<file path="config.mk">
export PLATFORM = sky130hd
export DESIGN_NAME = alu_seq
export DESIGN_NICKNAME = d
export VERILOG_FILES = /design/src/rtl/alu_seq_pkg.sv /design/src/rtl/alu_seq_ctrl.sv /design/src/rtl/alu_seq_alu.sv /design/src/rtl/alu_seq_dp.sv /design/src/rtl/alu_seq.sv
export SDC_FILE = /design/constraint.sdc
export NUM_CORES = 1
export LEC_CHECK = 0
export ABC_CLOCK_PERIOD_IN_PS = 6300
export BUFFER_PORTS_ARGS = -buffer_cell sky130_fd_sc_hd__buf_2
export CAP_MARGIN = 20
export CORE_AREA = 2 2 186 188
export CTS_CLUSTER_SIZE = 40
export DETAILED_ROUTE_END_ITERATION = 7
export DIE_AREA = 0 0 188 190
export SYNTH_ARGS = -nofsm -noshare
export SYNTH_HDL_FRONTEND = slang
export SYNTH_SLANG_ARGS = --single-unit
</file>
<file path="constraint.sdc">
create_clock -name clk -period 6.3 [get_ports clk]
set_clock_uncertainty 0.15 [all_clocks]
set_input_delay 0.945 -clock clk [delete_from_list [all_inputs] [get_ports clk]]
set_output_delay 0.945 -clock clk [all_outputs]
set_load 0.01 [all_outputs]
</file>
<file path="src/rtl/alu_seq_pkg.sv">
package alu_seq_pkg;
  localparam int INSTR_W = 16;
  localparam int CCR_C = 3;
  localparam int CCR_V = 2;
  localparam int CCR_Z = 1;
  localparam int CCR_S = 0;

  typedef enum logic [3:0] {
    OP_ADD = 4'd0,
    OP_SUB = 4'd1,
    OP_AND = 4'd2,
    OP_OR  = 4'd3,
    OP_XOR = 4'd4
  } opcode_e;

  typedef struct packed {
    logic loadIr;
    logic loadOps;
    logic loadRes;
    logic writeCcr;
    logic writeReg;
    logic incPc;
  } strobes_t;

  function automatic logic isAluOp(input logic [3:0] op);
    return op <= 4'd4;
  endfunction
endpackage

</file>
<file path="src/rtl/alu_seq_ctrl.sv">
module alu_seq_ctrl
  import alu_seq_pkg::*;
(
  input  logic       clk,
  input  logic       rstN,
  input  logic [3:0] fetchedOp,
  output strobes_t   strb,
  output logic       illegal
);
  typedef enum logic [2:0] {
    S_FETCH, S_DECODE, S_READ, S_ALU, S_FLAGS, S_WRITE, S_INCR, S_HALT
  } state_e;

  state_e state, nextState;

  always_ff @(posedge clk or negedge rstN) begin
    if (!rstN) state <= S_FETCH;
    else       state <= nextState;
  end

  always_comb begin
    nextState = state;
    strb = '0;
    unique case (state)
      S_FETCH:  nextState = S_DECODE;
      S_DECODE: begin
        strb.loadIr = 1'b1;
        nextState = isAluOp(fetchedOp) ? S_READ : S_HALT;
      end
      S_READ:   begin strb.loadOps  = 1'b1; nextState = S_ALU;   end
      S_ALU:    begin strb.loadRes  = 1'b1; nextState = S_FLAGS; end
      S_FLAGS:  begin strb.writeCcr = 1'b1; nextState = S_WRITE; end
      S_WRITE:  begin strb.writeReg = 1'b1; nextState = S_INCR;  end
      S_INCR:   begin strb.incPc    = 1'b1; nextState = S_FETCH; end
      S_HALT:   nextState = S_HALT;
      default:  nextState = S_FETCH;
    endcase
  end

  assign illegal = (state == S_HALT);
endmodule

</file>
<file path="src/rtl/alu_seq_alu.sv">
module alu_seq_alu
  import alu_seq_pkg::*;
#(
  parameter int DATA_W = 16
) (
  input  logic [3:0]        op,
  input  logic [DATA_W-1:0] a,
  input  logic [DATA_W-1:0] b,
  input  logic              cin,
  output logic [DATA_W-1:0] res,
  output logic [3:0]        flags
);
  localparam int MSB = DATA_W - 1;

  logic [DATA_W-1:0] bEff;
  logic [DATA_W:0]   sum;
  logic              carry, ovf;

  always_comb begin
    bEff  = (opcode_e'(op) == OP_SUB) ? ~b : b;
    sum   = {1'b0, a} + {1'b0, bEff} + {{DATA_W{1'b0}}, cin};
    res   = '0;
    carry = 1'b0;
    ovf   = 1'b0;
    case (opcode_e'(op))
      OP_ADD, OP_SUB: begin
        res   = sum[DATA_W-1:0];
        carry = sum[DATA_W];
        ovf   = (a[MSB] == bEff[MSB]) && (res[MSB] != a[MSB]);
      end
      OP_AND: res = a & b;
      OP_OR:  res = a | b;
      OP_XOR: res = a ^ b;
      default: res = '0;
    endcase
    flags[CCR_C] = carry;
    flags[CCR_V] = ovf;
    flags[CCR_Z] = (res == '0);
    flags[CCR_S] = res[MSB];
  end
endmodule

</file>
<file path="src/rtl/alu_seq_dp.sv">
module alu_seq_dp
  import alu_seq_pkg::*;
#(
  parameter int DATA_W = 16,
  parameter int REG_N  = 8,
  parameter int PC_W   = 8
) (
  input  logic                     clk,
  input  logic                     rstN,
  input  strobes_t                 strb,
  input  logic [INSTR_W-1:0]       romData,
  input  logic [$clog2(REG_N)-1:0] dbgRegSel,
  output logic [PC_W-1:0]          pc,
  output logic [3:0]               ccr,
  output logic [DATA_W-1:0]        dbgRegData
);
  localparam int IDX_W = $clog2(REG_N);
  localparam int IMM_W = 4;

  logic [INSTR_W-1:0] ir;
  logic [DATA_W-1:0]  rf [REG_N];
  logic [DATA_W-1:0]  opA, opB, resReg, aluRes;
  logic [3:0]         flagReg, aluFlags;
  logic               cinReg, cinSel;
  logic [DATA_W-1:0]  immExt, secondSrc;

  wire [3:0]       irOp     = ir[15:12];
  wire [IDX_W-1:0] irDst    = ir[9 +: IDX_W];
  wire [IDX_W-1:0] irSrcA   = ir[6 +: IDX_W];
  wire [IDX_W-1:0] irSrcB   = ir[0 +: IDX_W];
  wire             irImm    = ir[5];
  wire             irUseCry = ir[4];

  always_comb begin
    immExt    = {{(DATA_W-IMM_W){ir[IMM_W-1]}}, ir[IMM_W-1:0]};
    secondSrc = irImm ? immExt : rf[irSrcB];
    if (irUseCry) cinSel = ccr[CCR_C];
    else          cinSel = (opcode_e'(irOp) == OP_SUB);
  end

  alu_seq_alu #(.DATA_W(DATA_W)) u_alu (
    .op(irOp), .a(opA), .b(opB), .cin(cinReg),
    .res(aluRes), .flags(aluFlags)
  );

  always_ff @(posedge clk or negedge rstN) begin
    if (!rstN) begin
      ir      <= '0;
      opA     <= '0;
      opB     <= '0;
      cinReg  <= 1'b0;
      resReg  <= '0;
      flagReg <= '0;
      ccr     <= '0;
      pc      <= '0;
    end else begin
      if (strb.loadIr) ir <= romData;
      if (strb.loadOps) begin
        opA    <= rf[irSrcA];
        opB    <= secondSrc;
        cinReg <= cinSel;
      end
      if (strb.loadRes) begin
        resReg  <= aluRes;
        flagReg <= aluFlags;
      end
      if (strb.writeCcr) ccr <= flagReg;
      if (strb.incPc)    pc  <= pc + 1'b1;
    end
  end

  generate
    for (genvar g = 0; g < REG_N; g++) begin : g_reg
      always_ff @(posedge clk or negedge rstN) begin
        if (!rstN)                             rf[g] <= '0;
        else if (strb.writeReg && irDst == g)  rf[g] <= resReg;
      end
    end
  endgenerate

  assign dbgRegData = rf[dbgRegSel];
endmodule

</file>
<file path="src/rtl/alu_seq.sv">
module alu_seq
  import alu_seq_pkg::*;
#(
  parameter int DATA_W = 16,
  parameter int REG_N  = 8,
  parameter int PC_W   = 8
) (
  input  logic                     clk,
  input  logic                     rstN,
  output logic [PC_W-1:0]          romAddr,
  input  logic [INSTR_W-1:0]       romData,
  output logic                     illegal,
  output logic [PC_W-1:0]          dbgPc,
  output logic [3:0]               dbgCcr,
  input  logic [$clog2(REG_N)-1:0] dbgRegSel,
  output logic [DATA_W-1:0]        dbgRegData
);
  strobes_t        strb;
  logic [PC_W-1:0] pc;

  alu_seq_ctrl u_ctrl (
    .clk(clk), .rstN(rstN), .fetchedOp(romData[15:12]),
    .strb(strb), .illegal(illegal)
  );

  alu_seq_dp #(.DATA_W(DATA_W), .REG_N(REG_N), .PC_W(PC_W)) u_dp (
    .clk(clk), .rstN(rstN), .strb(strb), .romData(romData),
    .dbgRegSel(dbgRegSel), .pc(pc), .ccr(dbgCcr), .dbgRegData(dbgRegData)
  );

  assign romAddr = pc;
  assign dbgPc   = pc;
endmodule

</file>
==> results.json, run 1 <==
{
  "clock-sinks": 211,
  "seq_power_share": 0.359,
  "cpPeakStageDelay_ns": 0.71,
  "drive_gt1_frac": 0.3969,
  "tightest_slew_ns": 1.081,
  "path_class": "reg2reg",
  "synth_area_leaders": "dfrtp_1 (42%), mux4_2 (17%), mux2_2 (16%), ha_1 (4.7%), o21ai_0 (2.5%)",
  "antenna_found_initial": 0,
  "yosys.area.top_type": "dfrtp_1",
  "first_iter_violations": 399,
  "status": "completed",
  "power.switching_w": 0.002701,
  "synth_seq_cells": 211,
  "fillers": 3131,
  "period_needed_ns": 5.024,
  "cts_max_path_buffers": 3,
  "grt_pass1_wl_mm": 51.66,
  "cts_max_level": 1,
  "ioPinCount": 58,
  "reg2reg_depth": 14,
  "synthCells": 998,
  "drtAntennaViolNets": 0,
  "ys_seq_area_frac": 0.4160,
  "syn2layout_area_growth_pct": 12.24,
  "hold_end": "u_dp.flagReg[2]",
  "drc_errors": 0,
  "yosysWarningCount": 0,
  "gp_congestion": 0.8894,
  "cts.clk_slew.worst_paths_ns": 0.06,
  "maxSlewHeadroom": 0.2766,
  "synthArstFlopShare": 1.000,
  "hold_buffers": 0,
  "grt_util_all_layers": 0.1869,
  "dp_cells": 1459,
  "syn_area_sq_um": 12690,
  "endpoint_kind": "register",
  "pwr-share-clk": 0.204,
  "r2r_slack_ns": 1.28,
  "ir_worst_vdd_uv": 248.9,
  "postPlaceCellArea_sq_um": 13430,
  "arrival_ns": 5.29,
  "die_w_um": 188,
  "cts_setup_buffers": 0,
  "hp-start": "u_dp.flagReg[2]",
  "grt_pass1_vias": 8759,
  "p_comb_frac": 0.437,
  "cap_violations": 0,
  "dp_hpwl_mm": 20.73,
  "cp_slowest_cell": "or3_1",
  "hold_violations": 0,
  "tns_ns": 0,
  "p_int_w": 0.004396,
  "critical_path.max_fanout": 16,
  "die-area_sq_um": 35720,
  "cts_inserted_buffers": 24,
  "overflow": 0,
  "diodes": 0,
  "fmax_mhz": 199.0,
  "grt_max_degree": 108,
  "synth.most_common_cell": "dfrtp_1",
  "place_ws_ns": 1.360,
  "cp_cell_sequence": "or3_1 > nor2_2 > xnor2_1 > fa_1 > inv_1 > fa_1 > a211oi_2 > o21bai_1 > a2111o_1 > a41o_1 > a21oi_2 > xnor2_1 > o221ai_2 > mux2_2",
  "io_buffers": 57,
  "avgSynthCellArea_sq_um": 12.72,
  "hold_depth": 2,
  "netSwitchingFraction": 0.3806,
  "drv_slew": 0,
  "synth-edff-count": 0,
  "finalSetupViolCount": 0,
  "initial_core_util": 0.3739,
  "root_buffer": "clkbuf_16",
  "synth_commonest_cells": "dfrtp_1 (211), mux2_2 (176), mux4_2 (96)",
  "ys.flop_type": "dfrtp_1",
  "drtPass1Iterations": 5,
  "reg2reg_to": "u_dp.resReg[14]",
  "wl_per_cell_um": 21.80,
  "cts_tree": "done",
  "fin_cells": 1503,
  "powerDensity_nw_per_um2": 498.2,
  "vias_per_cell": 5.563,
  "synth.net_count": 1069,
  "setup_slack_ns": 1.276,
  "required_ns": 6.56,
  "total_leakage_power_nw": 6.389,
  "wl_mm": 32.77,
  "core-area_sq_um": 33950,
  "start_kind": "register",
  "yosysUniqueCellTypes": 64,
  "fin_area_sq_um": 14250,
  "vias": 8361,
  "worstReg2RegStart": "u_dp.ir[13]",
  "fin_crit_sh": 0.7975,
  "clock_latency_ns": 0.52,
  "num_rows": 68,
  "cts_resized": 0,
  "min_path_type": "reg2reg",
  "die_h_um": 190,
  "rsz0062_at_grt": "false",
  "synth_top_area_share": 0.4160,
  "total_power_w": 0.007098,
  "nets": 1101
}
==> registers in the layout, indices dropped and copies added (netlist names), 3 cells and up <==
| name | cells |
|---|---|
| u_ctrl.state | 3 |
| u_dp.ccr | 4 |
| u_dp.opB | 16 |
| u_dp.resReg | 15 |
| u_dp.ir | 16 |
| u_dp.rf | 128 |
| u_dp.pc | 8 |
| u_dp.opA | 16 |
| u_dp.flagReg | 4 |
==> kinds of logic after synthesis <==
kind of cell	Yosys count	synth area share
compound gates	153	0.07896
buf+inv	117	0.03824
flops	211	0.4160
xor+xnor	35	0.02474
simple gates	144	0.05254
mux	288	0.3391
fa+ha+maj	50	0.05047
==> worst max path at each step <==
stage / startpoint / end / slack (ns) / cells after the start
after floorplan: u_dp.ir[14] / u_dp.resReg[14] / 1.88 / 17
after global placement: u_dp.ir[13] / u_dp.resReg[14] / 1.45 / 14
after detailed placement: u_dp.ir[13] / u_dp.resReg[14] / 1.36 / 14
after CTS: u_dp.ir[13] / u_dp.resReg[14] / 1.31 / 14
after global routing: u_dp.ir[13] / u_dp.resReg[14] / 0.97 / 14
final: u_dp.ir[13] / u_dp.resReg[14] / 1.28 / 14
==> critical path: cells and delay by family, from the launching register on <==
family	cells	cell delay, ns
AOI/OAI and AO/OA	6	1.52
xor gates and xnor gates	2	0.37
adders and majority gates	2	0.68
buffers and inverters	1	0.06
DFF	1	0.45
muxes	1	0.30
and+or+nand+nor	2	1.37
==> area by class of cell <==
type	count	area, sq um	share of cell area
clock buffers	32	681.9	0.04786
clock inverters	12	137.6	0.009660
inverters	42	157.7	0.01107
multi-input cells	670	6944	0.4874
flip-flops and latches	211	5283	0.3708
well taps	455	569.3	0.03996
repair buffers	81	474.2	0.03328
==> power by group through the flow <==
stage	clock network (W)	registers [W]	logic [W]
6_report	0.00145	0.00254	0.00310
5_1_grt	0.00154	0.00264	0.00339
4_1_cts	0.00149	0.00253	0.00313
3_5_place_dp	0	0.00255	0.00312
3_3_place_gp	0	0.00252	0.00308
2_1_floorplan	0	0.00229	0.00249
==> per-layer routing <==
metal  GRT usage  vias to the layer above  share of wire
li1            -                     3798              -
met1      0.2386                     4331           0.43
met2      0.3222                      174           0.49
met3     0.02380                       58          0.038
met4     0.07662                        0          0.039
met5           0                        -              0
==> through the flow <==
step	hold slack, ns	util
final	0.3407	0.4197
after global routing	0.3668	0.4197
after CTS	0.3452	0.4197
after detailed placement	0.3259	0.3955
after global placement	0.3177	0.3955
after floorplan	0.2876	-
==> placed cells by master, fill, tap and decap left out, types with 5 or more instances in the layout <==
cell type / netlist / layout
o221ai_1: 5 / 5
clkinv_2: 0 / 8
nand2b_1: 6 / 6
clkbuf_16: 0 / 25
inv_1: 42 / 42
buf_4: 9 / 24
nor2b_1: 5 / 5
ha_1: 48 / 48
nand4_1: 5 / 5
mux2i_1: 16 / 16
a21oi_1: 21 / 21
mux4_2: 96 / 96
dfrtp_1: 211 / 209
mux2_2: 176 / 176
xor2_1: 6 / 6
buf_2: 9 / 56
nor2_1: 26 / 24
xnor2_1: 28 / 28
o211ai_1: 15 / 15
o21ai_0: 64 / 64
nand2_1: 72 / 72
Note: power is estimated with default switching activity, not from simulation.
==> run 2: changes to the inputs <==
- ABC_AREA: default -> 1
- ABC_CLOCK_PERIOD_IN_PS: 6300 -> 5100
- CORE_AREA: 2 2 186 188 -> 2 2 189 191
- DIE_AREA: 0 0 188 190 -> 0 0 191 193
- clock period: 6.3 -> 5.1 ns (I/O delays scaled with it)
==> run 2 against run 1 <==
  * Register-to-register slack gained 0.11 ns
  * Sequential share of layout area shrank 0.65 points
  * Worst hold slack worse by 0.21 ns
==> results.json, run 2 <==
{
  "status": "completed",
  "gp_congestion": 0.8677,
  "tightest_slew_ns": 1.081,
  "syn2layout_area_growth_pct": 10.61,
  "cts_inserted_buffers": 25,
  "root_buffer": "clkbuf_16",
  "grt_pass1_wl_mm": 66.61,
  "wl_mm": 42.36,
  "synthCells": 1818,
  "yosysWarningCount": 0,
  "cts_resized": 0,
  "critical_path.max_fanout": 17,
  "multi_input_area_sq_um": 6546,
  "final_cell_mix": "o21ai_0 (407), nand2_1 (374), dfrtp_1 (209), inv_1 (196), a21oi_1 (159)",
  "vias_per_cell": 5.458,
  "avgSynthCellArea_sq_um": 7.215,
  "fin_area_sq_um": 14510,
  "critical_path_buf_inv_count": 2,
  "die_w_um": 191,
  "synth_seq_cells": 211,
  "rsz0062_at_grt": "false",
  "critical_path.most_common_cell": "nand2_1",
  "clock-sinks": 211,
  "diodes": 0,
  "reg2reg_depth": 20,
  "path_class": "reg2reg",
  "drv_slew": 0,
  "nets": 1879,
  "cts.clk_slew.worst_paths_ns": 0.06,
  "cts_setup_buffers": 0,
  "drtAntennaViolNets": 0,
  "cp_slowest_cell": "dfrtp_1",
  "reg2reg_to": "u_dp.flagReg[1]",
  "ioPinCount": 58,
  "cpPeakStageDelay_ns": 0.40,
  "start_kind": "register",
  "arrival_ns": 4.05,
  "ir_worst_vdd_uv": 276.2,
  "die_h_um": 193,
  "overflow": 0,
  "drtPass1Iterations": 5,
  "grt_pass1_vias": 11630,
  "cap_violations": 0,
  "cts_tree": "done",
  "cts_max_level": 1,
  "first_iter_violations": 1261,
  "finalSetupViolCount": 0,
  "grt_util_all_layers": 0.2312,
  "antenna_found_initial": 0,
  "endpoint_kind": "register",
  "synth.net_count": 1889,
  "postPlaceCellArea_sq_um": 13660,
  "total_leakage_power_nw": 6.563,
  "die-area_sq_um": 36860,
  "ys.flop_type": "dfrtp_1",
  "seq_area_sq_um": 5285,
  "fillers": 3608,
  "r2r_slack_ns": 1.38,
  "worstReg2RegStart": "u_dp.ir[15]",
  "num_rows": 69,
  "synth_top_area_share": 0.4026,
  "drive_gt1_frac": 0.08155,
  "wl_per_cell_um": 18.51,
  "yosys.area.top_type": "dfrtp_1",
  "synth_area_leaders": "dfrtp_1 (40%), o21ai_0 (16%), nand2_1 (11%), a21oi_1 (6.1%), inv_1 (5.7%)",
  "io_buffers": 57,
  "synthArstFlopShare": 1.000,
  "synth.most_common_cell": "o21ai_0",
  "synth_commonest_cells": "o21ai_0 (407), nand2_1 (374), dfrtp_1 (211)",
  "yosysUniqueCellTypes": 38,
  "cts_max_path_buffers": 3,
  "clock_latency_ns": 0.53,
  "core-area_sq_um": 34960,
  "hold_buffers": 0,
  "ys_seq_area_frac": 0.4026,
  "min_path_type": "in2async",
  "regMostFlops": "u_dp.rf",
  "fin_crit_sh": 0.7292,
  "layout_commonest_cell": "o21ai_0",
  "cp_cell_sequence": "nor2_2 > nand2_1 > inv_2 > nand2_2 > xor2_1 > fa_1 > inv_1 > fa_1 > nand2_1 > nand2_1 > nand3_1 > nand2_1 > nand2_1 > a21oi_1 > nor2_1 > nor2_1 > nand2_1 > nor2_1 > nand2_1 > nand2_1",
  "hold_violations": 0,
  "powerDensity_nw_per_um2": 649.4,
  "crit_family": "simple AND/OR/NAND/NOR gates",
  "required_ns": 5.43,
  "largest_reg_flops": 128,
  "syn_area_sq_um": 13120,
  "grt_max_degree": 102,
  "drc_errors": 0,
  "fmax_mhz": 268.9,
  "period_needed_ns": 3.719,
  "whs_ns": 0.1317,
  "maxSlewHeadroom": 0.2782,
  "initial_core_util": 0.3751,
  "vias": 12490,
  "tns_ns": 0,
  "synth-edff-count": 0,
  "dp_hpwl_mm": 27.02
}
==> run 2: cell count changes after synthesis, sizes merged, moves of 86 or more <==
cell,delta
nand2,+303
nor2,+86
inv,+161
mux4,-96
a21oi,+136
mux2,-174
o21ai,+348
==> run 2: per-layer routing <==
metal	wire length (um)	track usage
met2	19060	0.3753
met3	3202	0.02697
met4	1150	0.07543
met5	0	0
met1	18950	0.3221
==> run 2: layout make-up <==
type                       count  share of cell area
inverter                     205             0.05321
timing repair buffer          80             0.03312
clock inverter                11            0.007848
sequential                   211              0.3643
tap                          461             0.03976
clock buffer                  35             0.05054
multi-input combinational   1285              0.4512
==> run 2: how the worst max path moves through the flow <==
stage               cells past startpoint  slack, ns        start         endpoint
finish                                 20       1.38  u_dp.ir[15]  u_dp.flagReg[1]
global route                           20       0.98  u_dp.ir[15]  u_dp.flagReg[1]
CTS                                    20       1.37  u_dp.ir[15]  u_dp.flagReg[1]
detailed placement                     20       1.38  u_dp.ir[15]  u_dp.flagReg[1]
global placement                       20       1.45  u_dp.ir[15]  u_dp.flagReg[1]
floorplan                              21       2.06  u_dp.ir[15]  u_dp.flagReg[1]
==> run 2: cells by family (layout without fill, tap and decap cells) <==
group           count (synthesis)  in the layout  share of synthesized area
compound gates                634            634                     0.2526
xor+xnor                       23             23                    0.01536
fa+ha+maj                      50             50                    0.04884
buf+inv                       322            331                    0.09940
flops                         211            211                     0.4026
mux                             2              2                   0.001717
simple gates                  576            576                     0.1795
==> run 2: per-stage QoR <==
| stage | total power [W] | instances | util | setup WS (ns) |
|---|---|---|---|---|
| 2_1_floorplan | 0.006154 | 1818 | - | 2.060 |
| 6_report | 0.009422 | 2288 | 0.4149 | 1.381 |
| 3_5_place_dp | 0.007525 | 2242 | 0.3907 | 1.382 |
| 5_1_grt | 0.01027 | 2288 | 0.4149 | 0.9754 |
| 3_3_place_gp | 0.007447 | 2242 | 0.3907 | 1.451 |
| 4_1_cts | 0.009397 | 2288 | 0.4149 | 1.367 |
==> run 2: report_power, final <==
group	internal (W)	switching, W
logic	0.00152	0.00316
clock network	0.00110	0.000743
registers	0.00229	0.000609
==> run 3: changes to the inputs <==
- ABC_CLOCK_PERIOD_IN_PS: 5100 -> 3860
- clock period: 5.1 -> 3.86 ns (I/O delays scaled with it)
==> run 3 against run 2 <==
  * The flow now finishes with violations (negative hold slack)
  * Die area unchanged
  * Clock power increased by 24%
  * Global-route usage decreased by 0.24 points
  * Routed wire length decreased by 0.30%
  * Worst hold slack got worse by 0.21 ns
  * Combinational power increased by 32%
  * Final cell count increased by 0.26%
  * Critical path type unchanged
  * Sequential share of layout area decreased by 0.10 points
  * Fmax increased by 20%
  * Register-to-register slack got worse by 0.63 ns
  * Largest power group unchanged
==> results.json, run 3 (synthesis results as in run 2) <==
{
  "clock_latency_ns": 0.52,
  "die_w_um": 191,
  "nets": 1890,
  "dp_hpwl_mm": 27.35,
  "largest_reg_flops": 128,
  "fin_area_sq_um": 14550,
  "powerDensity_nw_per_um2": 850.5,
  "clock-sinks": 211,
  "first_iter_violations": 1367,
  "seq_area_sq_um": 5285,
  "fmax_mhz": 321.8,
  "layout_commonest_cell": "o21ai_0",
  "cts_inserted_buffers": 24,
  "worstReg2RegStart": "u_dp.ir[15]",
  "drive_gt1_frac": 0.08238,
  "grt.busiest_layer": "met2",
  "hold_buffers": 0,
  "tightest_slew_ns": 0.9435,
  "grt_use_met2": 0.3698,
  "violations": "negative hold slack",
  "drtPass1Iterations": 8,
  "fin_crit_sh": 0.8050,
  "grt_util_all_layers": 0.2289,
  "final_core_util": 0.4161,
  "cap_violations": 0,
  "min_path_type": "in2async",
  "status": "finished, violations left",
  "hold_violations": 17,
  "cts_resized": 0,
  "fillers": 3592,
  "total_power_w": 0.01237,
  "cts_setup_buffers": 0,
  "maxSlewHeadroom": 0.3695,
  "ir_worst_vdd_uv": 336.5,
  "arrival_ns": 3.42,
  "antenna_found_initial": 0,
  "vias": 12490,
  "reg2reg_depth": 20,
  "die_h_um": 193,
  "overflow": 0,
  "finalSetupViolCount": 0,
  "num_rows": 69,
  "ioPinCount": 58,
  "final_cell_mix": "o21ai_0 (407), nand2_1 (374), dfrtp_1 (209), inv_1 (196), a21oi_1 (160)",
  "grt_pass1_vias": 11730,
  "wl_mm": 42.24,
  "required_ns": 4.17,
  "io_buffers": 57,
  "multi_input_area_sq_um": 6538,
  "diodes": 0,
  "cts_max_level": 1,
  "drtAntennaViolNets": 0,
  "wl_per_cell_um": 18.41,
  "die-area_sq_um": 36860,
  "period_needed_ns": 3.107,
  "vias_per_cell": 5.442,
  "gp_congestion": 0.8679,
  "cts.clk_slew.worst_paths_ns": 0.06,
  "grt_max_degree": 104,
  "grt_pass1_wl_mm": 65.54,
  "syn2layout_area_growth_pct": 10.92,
  "tns_ns": 0,
  "use_met3": 0.03457,
  "drv_slew": 0,
  "rsz0062_at_grt": "false",
  "core-area_sq_um": 34960,
  "initial_core_util": 0.3751,
  "total_leakage_power_nw": 6.596,
  "regMostFlops": "u_dp.rf",
  "postPlaceCellArea_sq_um": 13770,
  "start_kind": "register",
  "endpoint_kind": "register",
  "use_met1": 0.3096,
  "whs_ns": -0.07552,
  "drc_errors": 0,
  "critical_path.max_fanout": 5,
  "root_buffer": "clkbuf_16",
  "path_class": "reg2reg",
  "startpoint": "u_dp.ir[15]",
  "cts_max_path_buffers": 3,
  "cts_tree": "done"
}
## run 3: cell type report
class,count,share of cell area
multi-input combinational,1285,0.4493
sequential,211,0.3633
inverter,205,0.05306
clock buffer,36,0.05065
timing repair buffer,92,0.04094
tap,461,0.03965
clock inverter,4,0.003096
## run 3: per-layer routing
layer / part of all wire / vias to the layer above
met1: 0.43 / 5813
met2: 0.45 / 554
met5: 0 / -
met3: 0.079 / 98
met4: 0.037 / 0
li1: - / 6020
## run 3: stage by stage
stage | cells | setup slack (ns)
after floorplan | 1818 | 0.8196
after global placement | 2254 | 0.8059
after detailed placement | 2254 | 0.7506
after CTS | 2294 | 0.7396
after global routing | 2294 | 0.3842
final | 2294 | 0.7528
## run 3: final timing paths
check / to / slack, ns
hold / removal: u_dp.rf[113] / -0.08
hold reg to reg: u_dp.ccr[2] / 0.34
max in group asynchronous: u_dp.rf[30] / 2.70
min in group clk: u_dp.ir[9] / 0.10
setup / recovery: u_dp.flagReg[1] / 0.75
setup reg to reg: u_dp.flagReg[1] / 0.75
## run 3: power breakdown
| group | internal, W | total (W) | switching, W | leakage, nW |
|---|---|---|---|---|
| registers | 0.00302 | 0.00391 | 0.000884 | 2.79 |
| logic | 0.00206 | 0.00617 | 0.00412 | 3.42 |
| clock network | 0.00137 | 0.00229 | 0.000921 | 0.389 |
## run 3: critical path: stages (launching register included)
cell,delay [ns]
dfrtp_1,0.40
nor2_2,0.20
nand2_1,0.13
inv_2,0.08
nand2_2,0.07
xor2_1,0.16
fa_1,0.35
inv_1,0.14
fa_1,0.21
nand2_1,0.07
nand2_1,0.13
nand3_1,0.14
nand2_1,0.12
nand2_1,0.05
nand3_1,0.10
nand2_1,0.11
nor2_1,0.13
nand3_1,0.09
nor2_1,0.10
nand2_1,0.06
nand2_1,0.05
